==> src/rtl/nvx_pkg.sv <==
package nvx_pkg;

  typedef enum logic [2:0] {
    PH_IDLE  = 3'd0,
    PH_ERASE = 3'd1,
    PH_PROG  = 3'd2,
    PH_CLEAR = 3'd3,
    PH_COPY  = 3'd4
  } phase_t;

  // successor of each phase in the two fixed sequences
  function automatic phase_t next_phase(phase_t p);
    case (p)
      PH_ERASE: next_phase = PH_PROG;
      PH_CLEAR: next_phase = PH_COPY;
      default:  next_phase = PH_IDLE;
    endcase
  endfunction

  // duration of a phase in clock cycles
  function automatic int unsigned phase_len(phase_t p, int unsigned e, int unsigned pr,
                                            int unsigned c, int unsigned cp);
    case (p)
      PH_ERASE: phase_len = e;
      PH_PROG:  phase_len = pr;
      PH_CLEAR: phase_len = c;
      PH_COPY:  phase_len = cp;
      default:  phase_len = 1;
    endcase
  endfunction

  function automatic int unsigned max4(int unsigned a, int unsigned b, int unsigned c,
                                       int unsigned d);
    int unsigned m;
    m = a;
    if (b > m) m = b;
    if (c > m) m = c;
    if (d > m) m = d;
    max4 = m;
  endfunction

endpackage

==> src/rtl/nvx_trigger.sv <==
module nvx_trigger (
  input  logic clk,
  input  logic rst_n,
  input  logic cmd_store,
  input  logic cmd_recall,
  input  logic pwr_lost,
  input  logic pwr_ok,
  input  logic busy,
  output logic start_store,
  output logic start_recall,
  output logic pu_pend,
  output logic auto_fall
);
  logic pwr_ok_q;
  logic want_store;
  logic want_recall;

  // falling supply flag, only once the power-up recall has been served
  assign auto_fall   = pwr_ok_q & ~pwr_ok & ~pu_pend;
  assign want_store  = cmd_store | auto_fall;
  assign want_recall = cmd_recall | (pu_pend & pwr_ok);

  // store has priority; nothing starts while a transfer runs
  assign start_store  = want_store & ~busy;
  assign start_recall = want_recall & ~want_store & ~busy;

  always_ff @(posedge clk) begin
    if (!rst_n) begin
      pwr_ok_q <= 1'b0;
      pu_pend  <= 1'b1;
    end else begin
      pwr_ok_q <= pwr_ok;
      if (pwr_lost)          pu_pend <= 1'b1;
      else if (start_recall) pu_pend <= 1'b0;
    end
  end
endmodule

==> src/rtl/nvx_sequencer.sv <==
module nvx_sequencer
  import nvx_pkg::*;
#(
  parameter int unsigned ERASE_CYC = 4,
  parameter int unsigned PROG_CYC  = 4,
  parameter int unsigned CLEAR_CYC = 4,
  parameter int unsigned COPY_CYC  = 4
) (
  input  logic   clk,
  input  logic   rst_n,
  input  logic   start_store,
  input  logic   start_recall,
  output phase_t phase,
  output logic   busy,
  output logic   phase_done
);
  localparam int unsigned MAXC  = max4(ERASE_CYC, PROG_CYC, CLEAR_CYC, COPY_CYC);
  localparam int unsigned CNT_W = (MAXC > 1) ? $clog2(MAXC) : 1;

  logic [CNT_W-1:0] cnt;
  phase_t           nxt;

  function automatic logic [CNT_W-1:0] load_of(phase_t p);
    load_of = CNT_W'(phase_len(p, ERASE_CYC, PROG_CYC, CLEAR_CYC, COPY_CYC) - 1);
  endfunction

  assign busy       = (phase != PH_IDLE);
  assign phase_done = busy && (cnt == '0);
  assign nxt        = next_phase(phase);

  always_ff @(posedge clk) begin
    if (!rst_n) begin
      phase <= PH_IDLE;
      cnt   <= '0;
    end else if (!busy) begin
      if (start_store) begin
        phase <= PH_ERASE;
        cnt   <= load_of(PH_ERASE);
      end else if (start_recall) begin
        phase <= PH_CLEAR;
        cnt   <= load_of(PH_CLEAR);
      end
    end else if (phase_done) begin
      phase <= nxt;
      cnt   <= (nxt == PH_IDLE) ? '0 : load_of(nxt);
    end else begin
      cnt <= cnt - 1'b1;
    end
  end
endmodule

==> src/rtl/nvx_arrays.sv <==
module nvx_arrays
  import nvx_pkg::*;
#(
  parameter int unsigned ADDR_W = 4,
  parameter int unsigned DATA_W = 8
) (
  input  logic                          clk,
  input  logic                          rst_n,
  input  logic                          busy,
  input  logic                          phase_done,
  input  phase_t                        phase,
  input  logic                          host_en,
  input  logic                          host_we,
  input  logic [ADDR_W-1:0]             host_addr,
  input  logic [DATA_W-1:0]             host_wdata,
  output logic [DATA_W-1:0]             host_rdata,
  input  logic [ADDR_W-1:0]             nv_addr,
  output logic [DATA_W-1:0]             nv_rdata,
  output logic [2**ADDR_W-1:0][DATA_W-1:0] nv_img
);
  localparam int unsigned DEPTH = 2 ** ADDR_W;

  logic [DEPTH-1:0][DATA_W-1:0] ram;
  logic                         rd_ok;
  logic                         wr_ok;

  assign rd_ok    = host_en & ~host_we & ~busy;
  assign wr_ok    = host_en & host_we & ~busy;
  assign nv_rdata = nv_img[nv_addr];

  always_ff @(posedge clk) begin
    if (!rst_n) begin
      ram        <= '0;
      nv_img     <= '1;
      host_rdata <= '0;
    end else begin
      host_rdata <= rd_ok ? ram[host_addr] : '0;
      if (wr_ok) ram[host_addr] <= host_wdata;
      if (phase_done) begin
        case (phase)
          PH_ERASE: nv_img <= '1;
          PH_PROG:  nv_img <= ram;
          PH_CLEAR: ram    <= '0;
          PH_COPY:  ram    <= nv_img;
          default:  ;
        endcase
      end
    end
  end
endmodule

==> src/rtl/nv_xfer_ctrl.sv <==
module nv_xfer_ctrl
  import nvx_pkg::*;
#(
  parameter int unsigned ADDR_W    = 4,
  parameter int unsigned DATA_W    = 8,
  parameter int unsigned ERASE_CYC = 64,
  parameter int unsigned PROG_CYC  = 256,
  parameter int unsigned CLEAR_CYC = 16,
  parameter int unsigned COPY_CYC  = 128
) (
  input  logic              clk,
  input  logic              rst_n,
  input  logic              host_en,
  input  logic              host_we,
  input  logic [ADDR_W-1:0] host_addr,
  input  logic [DATA_W-1:0] host_wdata,
  output logic [DATA_W-1:0] host_rdata,
  input  logic [ADDR_W-1:0] nv_addr,
  output logic [DATA_W-1:0] nv_rdata,
  input  logic              cmd_store,
  input  logic              cmd_recall,
  input  logic              pwr_lost,
  input  logic              pwr_ok,
  output logic              busy,
  output logic [2:0]        xfer_phase
);
  logic   start_store;
  logic   start_recall;
  logic   pu_pend;
  logic   auto_fall;
  logic   phase_done;
  phase_t phase;
  logic [2**ADDR_W-1:0][DATA_W-1:0] nv_img;

  assign xfer_phase = phase;

  nvx_trigger u_trig (
    .clk(clk), .rst_n(rst_n),
    .cmd_store(cmd_store), .cmd_recall(cmd_recall),
    .pwr_lost(pwr_lost), .pwr_ok(pwr_ok), .busy(busy),
    .start_store(start_store), .start_recall(start_recall),
    .pu_pend(pu_pend), .auto_fall(auto_fall)
  );

  nvx_sequencer #(
    .ERASE_CYC(ERASE_CYC), .PROG_CYC(PROG_CYC),
    .CLEAR_CYC(CLEAR_CYC), .COPY_CYC(COPY_CYC)
  ) u_seq (
    .clk(clk), .rst_n(rst_n),
    .start_store(start_store), .start_recall(start_recall),
    .phase(phase), .busy(busy), .phase_done(phase_done)
  );

  nvx_arrays #(.ADDR_W(ADDR_W), .DATA_W(DATA_W)) u_mem (
    .clk(clk), .rst_n(rst_n), .busy(busy), .phase_done(phase_done), .phase(phase),
    .host_en(host_en), .host_we(host_we), .host_addr(host_addr),
    .host_wdata(host_wdata), .host_rdata(host_rdata),
    .nv_addr(nv_addr), .nv_rdata(nv_rdata), .nv_img(nv_img)
  );
endmodule

==> config.mk <==
export PLATFORM = sky130hd
export DESIGN_NAME = nv_xfer_ctrl
export DESIGN_NICKNAME = d
export VERILOG_FILES = /design/src/rtl/nvx_pkg.sv /design/src/rtl/nvx_trigger.sv /design/src/rtl/nvx_sequencer.sv /design/src/rtl/nvx_arrays.sv /design/src/rtl/nv_xfer_ctrl.sv
export SDC_FILE = /design/constraint.sdc
export NUM_CORES = 1
export LEC_CHECK = 0
export ABC_CLOCK_PERIOD_IN_PS = 2200
export CORE_UTILIZATION = 30
export DETAILED_ROUTE_END_ITERATION = 12
export DONT_BUFFER_PORTS = 1
export MAX_ROUTING_LAYER = met4
export PLACE_DENSITY = 0.51
export SYNTH_ARGS = -nofsm -noshare
export SYNTH_HDL_FRONTEND = slang
export SYNTH_SLANG_ARGS = --single-unit
export TNS_END_PERCENT = 20
==> constraint.sdc <==
create_clock -name clk -period 2.2 [get_ports clk]
set_clock_uncertainty 0.1 [all_clocks]
set_input_delay 0.11 -clock clk [delete_from_list [all_inputs] [get_ports clk]]
set_output_delay 0.11 -clock clk [all_outputs]
set_load 0.01 [all_outputs]
* Word-level counts from Yosys, hierarchy flattened
Cells that the tools add are included.
** Operators by class
- Add/sub/neg operators :: 2
- Order comparisons :: 3
- Muxes and demuxes :: 25
- Bitwise gates (word level) :: 18
- Reduce and logical (&&, ||, !) cells :: 11
- Eq/ne operators :: 9
** Operator list (number)
- $pmux W128 S2 :: 2
- $mux W128 :: 2
- $bwmux W128 :: 1
- $mux W8 :: 11
- $bmux W8 S4 :: 2
- $demux W8 S4 :: 1
- $pmux W8 S4 :: 1
- $sub A8 B1 Y8 const B :: 2
- $eq A3 B2 Y1 const B :: 4
- $mux W3 :: 4
- $and A1 B1 Y1 :: 10
- $lt A4 B5 Y1 const B :: 2
- $logic_not A8 Y1 :: 1
- $eq A3 B1 Y1 const B :: 2
- $eq A3 B3 Y1 const B :: 2
- $not A1 Y1 :: 6
- $pmux W3 S2 :: 1
- $reduce_and A2 Y1 :: 3
- $reduce_bool A3 Y1 :: 2
- $ge A4 B1 Y1 const B :: 1
- $logic_not A3 Y1 :: 1
- $logic_and A1 B1 Y1 :: 2
- $ne A2 B2 Y1 const B :: 1
- $or A1 B1 Y1 :: 2
- 2 further kinds :: 2
** Storage, ports and cells
- Output and inout port bits :: 20
- Register bits after elaboration :: 277
- Bits of input ports :: 24

* Logic depth before layout (Yosys ltp)
- Depth in word-level cells :: 11
- Depth in mapped cells :: 9
- Gate-level depth less buffers :: 8

* Cells and area by module
Synthesis repeated with hierarchy kept, for this count alone.
** Unflattened totals
- Cell total of the unflattened synthesis :: 1659
- Area, all modules :: 15801.4 sq um
** Modules (own cells, without submodules)
- nvx_arrays :: cells each 1550, times used 1, area an instance 14924.3 sq um
- nvx_sequencer :: cells each 96, times used 1, area an instance 774.5 sq um
- nvx_trigger :: cells each 13, times used 1, area an instance 102.6 sq um

* Worst setup path after synthesis
OpenSTA, ideal clock, no wires.
- Kind :: register to register
- Start :: register u_seq.phase[1]
- End :: register u_seq.cnt[2]
- Library setup time :: 0.120 ns
- Clock period less this slack :: 2.177 ns
- Stages on the path, launching flop included :: 8
- Path buffers :: 1
- Required time :: 1.980 ns
- Setup slack :: 0.023 ns
- Data arrival time :: 1.958 ns
- Path through :: dfxtp_1 -> buf_4 -> nand3b_1 -> ha_1 -> or4_1 -> nor4_1 -> nor3_1 -> o31a_1
** Between the ends
- Cells in the longest elaborated chain, start to end :: 11
** Ends and longest elaborated chain
- start: declaration :: line nvx_sequencer.sv:13 : output phase_t phase,
- start signal: assignment :: line nvx_sequencer.sv:44 : phase <= nxt;
- $eq A3 B2 Y1 / $eq A3 B1 Y1 (equally long branches) :: line nvx_pkg.sv:13 : case (p)
- $pmux W3 S2 :: line nvx_pkg.sv:13
- $eq A3 B3 Y1, or another cell as far along :: line nvx_pkg.sv:23 : case (p)
- $pmux W8 S4 :: line nvx_pkg.sv:23
- $mux W8 :: line nvx_sequencer.sv:43 : end else if (phase_done) begin
- $mux W8 :: line nvx_sequencer.sv:35 : end else if (!busy) begin
- $mux W8 :: line nvx_sequencer.sv:32 : if (!rst_n) begin
- $sub A8 B1 Y8 :: line nvx_sequencer.sv:24 : load_of = CNT_W'(phase_len(p, ERASE_CYC, PROG_CYC, CLEAR_CYC, COPY_CYC) - 1);
- $mux W8 :: line nvx_sequencer.sv:45 : cnt <= (nxt == PH_IDLE) ? '0 : load_of(nxt);
- $mux W8 :: line nvx_sequencer.sv:43
- $mux W8 :: line nvx_sequencer.sv:35
- end signal: assignment :: line nvx_sequencer.sv:38 : cnt <= load_of(PH_ERASE);
- end signal: assignment :: line nvx_sequencer.sv:45
- end signal: assignment :: line nvx_sequencer.sv:47 : cnt <= cnt - 1'b1;
- end: declaration :: line nvx_sequencer.sv:20 : logic [CNT_W-1:0] cnt;
Several ways; a longest one is shown, not always the timed one. The select of a mux whose other input is x is not followed.
A chain may end at the register's enable or synchronous reset.

* Worst setup path in the final report
- Start :: register u_seq.cnt[1]
- End :: register u_mem.nv_img[52] (netlist name)
** Between the ends
- Cells in the longest elaborated chain, start to end :: 3
** Ends and longest elaborated chain
- start signal: assignment :: line nvx_sequencer.sv:38
- start signal: assignment :: line nvx_sequencer.sv:41 : cnt <= load_of(PH_CLEAR);
- start signal: assignment :: line nvx_sequencer.sv:45
- $logic_not A8 Y1 :: line nvx_sequencer.sv:28 : assign phase_done = busy && (cnt == '0);
- $logic_and A1 B1 Y1 :: line nvx_sequencer.sv:28
- $reduce_and A2 Y1 (no line)
- end signal: assignment :: line nvx_arrays.sv:42 : PH_PROG: nv_img <= ram;
- end: declaration :: line nvx_arrays.sv:19 : output logic [2**ADDR_W-1:0][DATA_W-1:0] nv_img
No other way between the ends.

==> results.ini <==
[place]
dpl.hpwl_um = 23700
dpl_cell_area_mm2 = 0.0135
globalplace.congestion = 0.800
portBuffers = 0

[clock_network]
clock_sinks = 277
root_buffer = clkbuf_16
hold_buffers = 16
cts.htree.levels = 1
numCtsBuffers = 31
clockBufferDepth = 3
clk-insertion-delay-late_ns = 0.58
clkTransAtPathRegs_ns = 0.06
cts_tree = done

[worst_hold_path]
holdPathStages = 1
hold_path_class = primary input to register

[logic_synthesis]
ys_seq_area_frac = 0.440
synth.distinct_cells = 56
syn_area_per_cell_um2 = 10.9
syn_nets = 1179
ys_ff_latch = 277
synth_async_sr_flop_share = 0
synth-edff-count = 0
syn_area_mm2 = 0.0126
synthCells = 1152
yosysWarnings = 0
ys.flop_type = dfxtp_1

[route]
highest_layer = met4
wl_met3_um = 2660
m1WireLength_um = 18700
wl_met2_um = 19400
routedWlPerCell_um = 24.1
ant_nets = 0
drc = 1
drtPass1Iterations = 12
vias = 9929
wl_um = 41700
drt_iter0_markers = 872
via_per_inst = 5.74

[sta]
final.setup.tns_ns = 0
period_minus_slack_ns = 2.16
fmax_mhz = 462
worstMarginPinSlew_ns = 0.992
setup_viol = 0
hold_ws_ns = -0.460
relSlewSlack = 0.337
fin_crit_sh = 0.983
report.final.slew_viol_count = 0
rsz0062_at_grt = yes
hold_viol = 191

[layout]
layout.nets = 1202
fill_cells = 4044
syn_to_final_growth_pct = 20.4
stdcell_area_mm2 = 0.0152
final_cell_mix = dfxtp_1 (276), nand2_1 (153), mux2i_1 (140), o2bb2ai_1 (128), o22ai_1 (123)
drive_above_1_share = 0.203
mostFrequentLayoutCell = dfxtp_1
final_core_util = 0.369

[outcome]
outcome = finished with violations
violations = DRC, hold timing

[die]
io_pins = 44
core_region_area_mm2 = 0.0411
die_width_um = 207
die-area_mm2 = 0.0428
start_util = 0.306
fp.dieH_um = 207
rows = 74

[power]
p_leak_uw = 0.00510
power.density_mw_per_mm2 = 798
vdd_ir_drop_max_mv = 0.769
power.total_uw = 12100

[critical_path]
critPathLaunchType = register
end_kind = register
worstPathMaxFanout = 8
crit_arrival_ns = 2.59
cp_data_required_time_ns = 2.62
r2r_cells = 9
crit_type = register to register

[grt]
grt_max_degree = 143
grt_pass1_vias = 9409
grt_usage = 0.192
grt_pass1_wl_um = 60700
antenna_found_initial = 3
gr-total-overflow = 0

[run]
max-cap-violations = 0

-- worst max-delay path: stages, from the launching register on --
cell,delay (ns)
dfxtp_2,0.32
inv_2,0.07
ha_4,0.13
or4b_4,0.48
nor4_4,0.29
buf_6,0.19
buf_12,0.18
clkbuf_16,0.17
o22ai_1,0.08
nand2_1,0.08
-- Yosys cell counts, drive strengths merged, types with 3 or more instances --
cell type | number | area [um^2]
o21ai | 8 | 40.0
o2bb2ai | 128 | 1120
o22ai | 129 | 807
nor3 | 11 | 88.8
ha | 3 | 37.5
inv | 6 | 22.5
a211oi | 4 | 30.0
nand2 | 154 | 581
dfxtp | 277 | 5550
nand3b | 5 | 41.3
nor4 | 13 | 229
nand3 | 4 | 25.0
nor2b | 3 | 18.8
and2 | 5 | 31.3
mux4 | 62 | 1400
mux2 | 7 | 78.8
mux2i | 140 | 1400
nand4 | 4 | 25.0
clkbuf | 56 | 211
a22oi | 17 | 128
or3 | 3 | 18.8
buf | 59 | 339
o221a | 3 | 33.8
a21oi | 15 | 75.1
nor2 | 10 | 37.5
-- power by group --
group	internal, uW	switching [uW]
Clock	3260	2150
Sequential	5150	116
Combinational	645	773
Total	9050	3040
-- final cells by class --
class / count / area [um^2] / share of cell area
clock inverters: 7 / 154 / 0.0102
diodes: 2 / 5.00 / 0.000330
inverters: 6 / 25.0 / 0.00165
well taps: 532 / 666 / 0.0439
multi-input cells: 754 / 6580 / 0.434
repair buffers: 105 / 1280 / 0.0846
flip-flops and latches: 277 / 5550 / 0.366
clock buffers: 47 / 896 / 0.0591
-- per-layer routing --
layer	global-route usage	up-vias
met2	0.300	328
met5	-	-
li1	-	4493
met1	0.258	5052
met4	0.0422	0
met3	0.0338	56
-- cells by family (layout without fill, tap and decap cells) --
family                     after synthesis  count (layout)  synth area share
AOI/OAI and AO/OA                      317             317             0.186
buffers and inverters                  121             165            0.0455
muxes                                  209             209             0.228
and+or+nand+nor                        223             223            0.0952
DFF                                    277             277             0.440
other                                    0               2                 0
xor gates and xnor gates                 2               2           0.00139
adders and majority gates                3               3           0.00298
-- sequential cells by signal, summed over array words and instances (netlist names) --
register	count
u_mem.host_rdata	8
u_mem.nv_img	128
u_mem.ram	128
u_seq.cnt	8
u_seq.phase	3
u_trig.pu_pend	1
u_trig.pwr_ok_q	1
-- stage by stage --
stage,setup slack [ns],std cells
floorplan,0.0225,1152
global placement,0.0414,1641
detailed placement,0.0241,1641
CTS,0.0295,1711
global route,-0.0206,1730
finish,0.0365,1730
-- timing repair --
item,4_1_cts,5_1_grt
pin swaps,0,19
resized for setup,3,33
hold endpoints to repair,277,217
setup buffers,0,3
endpoints found under the setup margin,3,122
gates cloned,0,14
-- final timing paths --
check                                     start                             end  slack [ns]
setup reg to reg      u_seq.cnt[1]$_SDFFE_PN0P_   u_mem.nv_img[52]$_SDFFE_PN1P_        0.04
hold / removal                     host_addr[2]  u_mem.host_rdata[1]$_SDFF_PN0_       -0.46
setup / recovery      u_seq.cnt[1]$_SDFFE_PN0P_   u_mem.nv_img[52]$_SDFFE_PN1P_        0.04
hold reg to reg   u_mem.nv_img[92]$_SDFFE_PN1P_        u_mem.ram[92]$_SDFF_PN0_        0.37
Note: power is estimated with default switching activity, not from simulation.
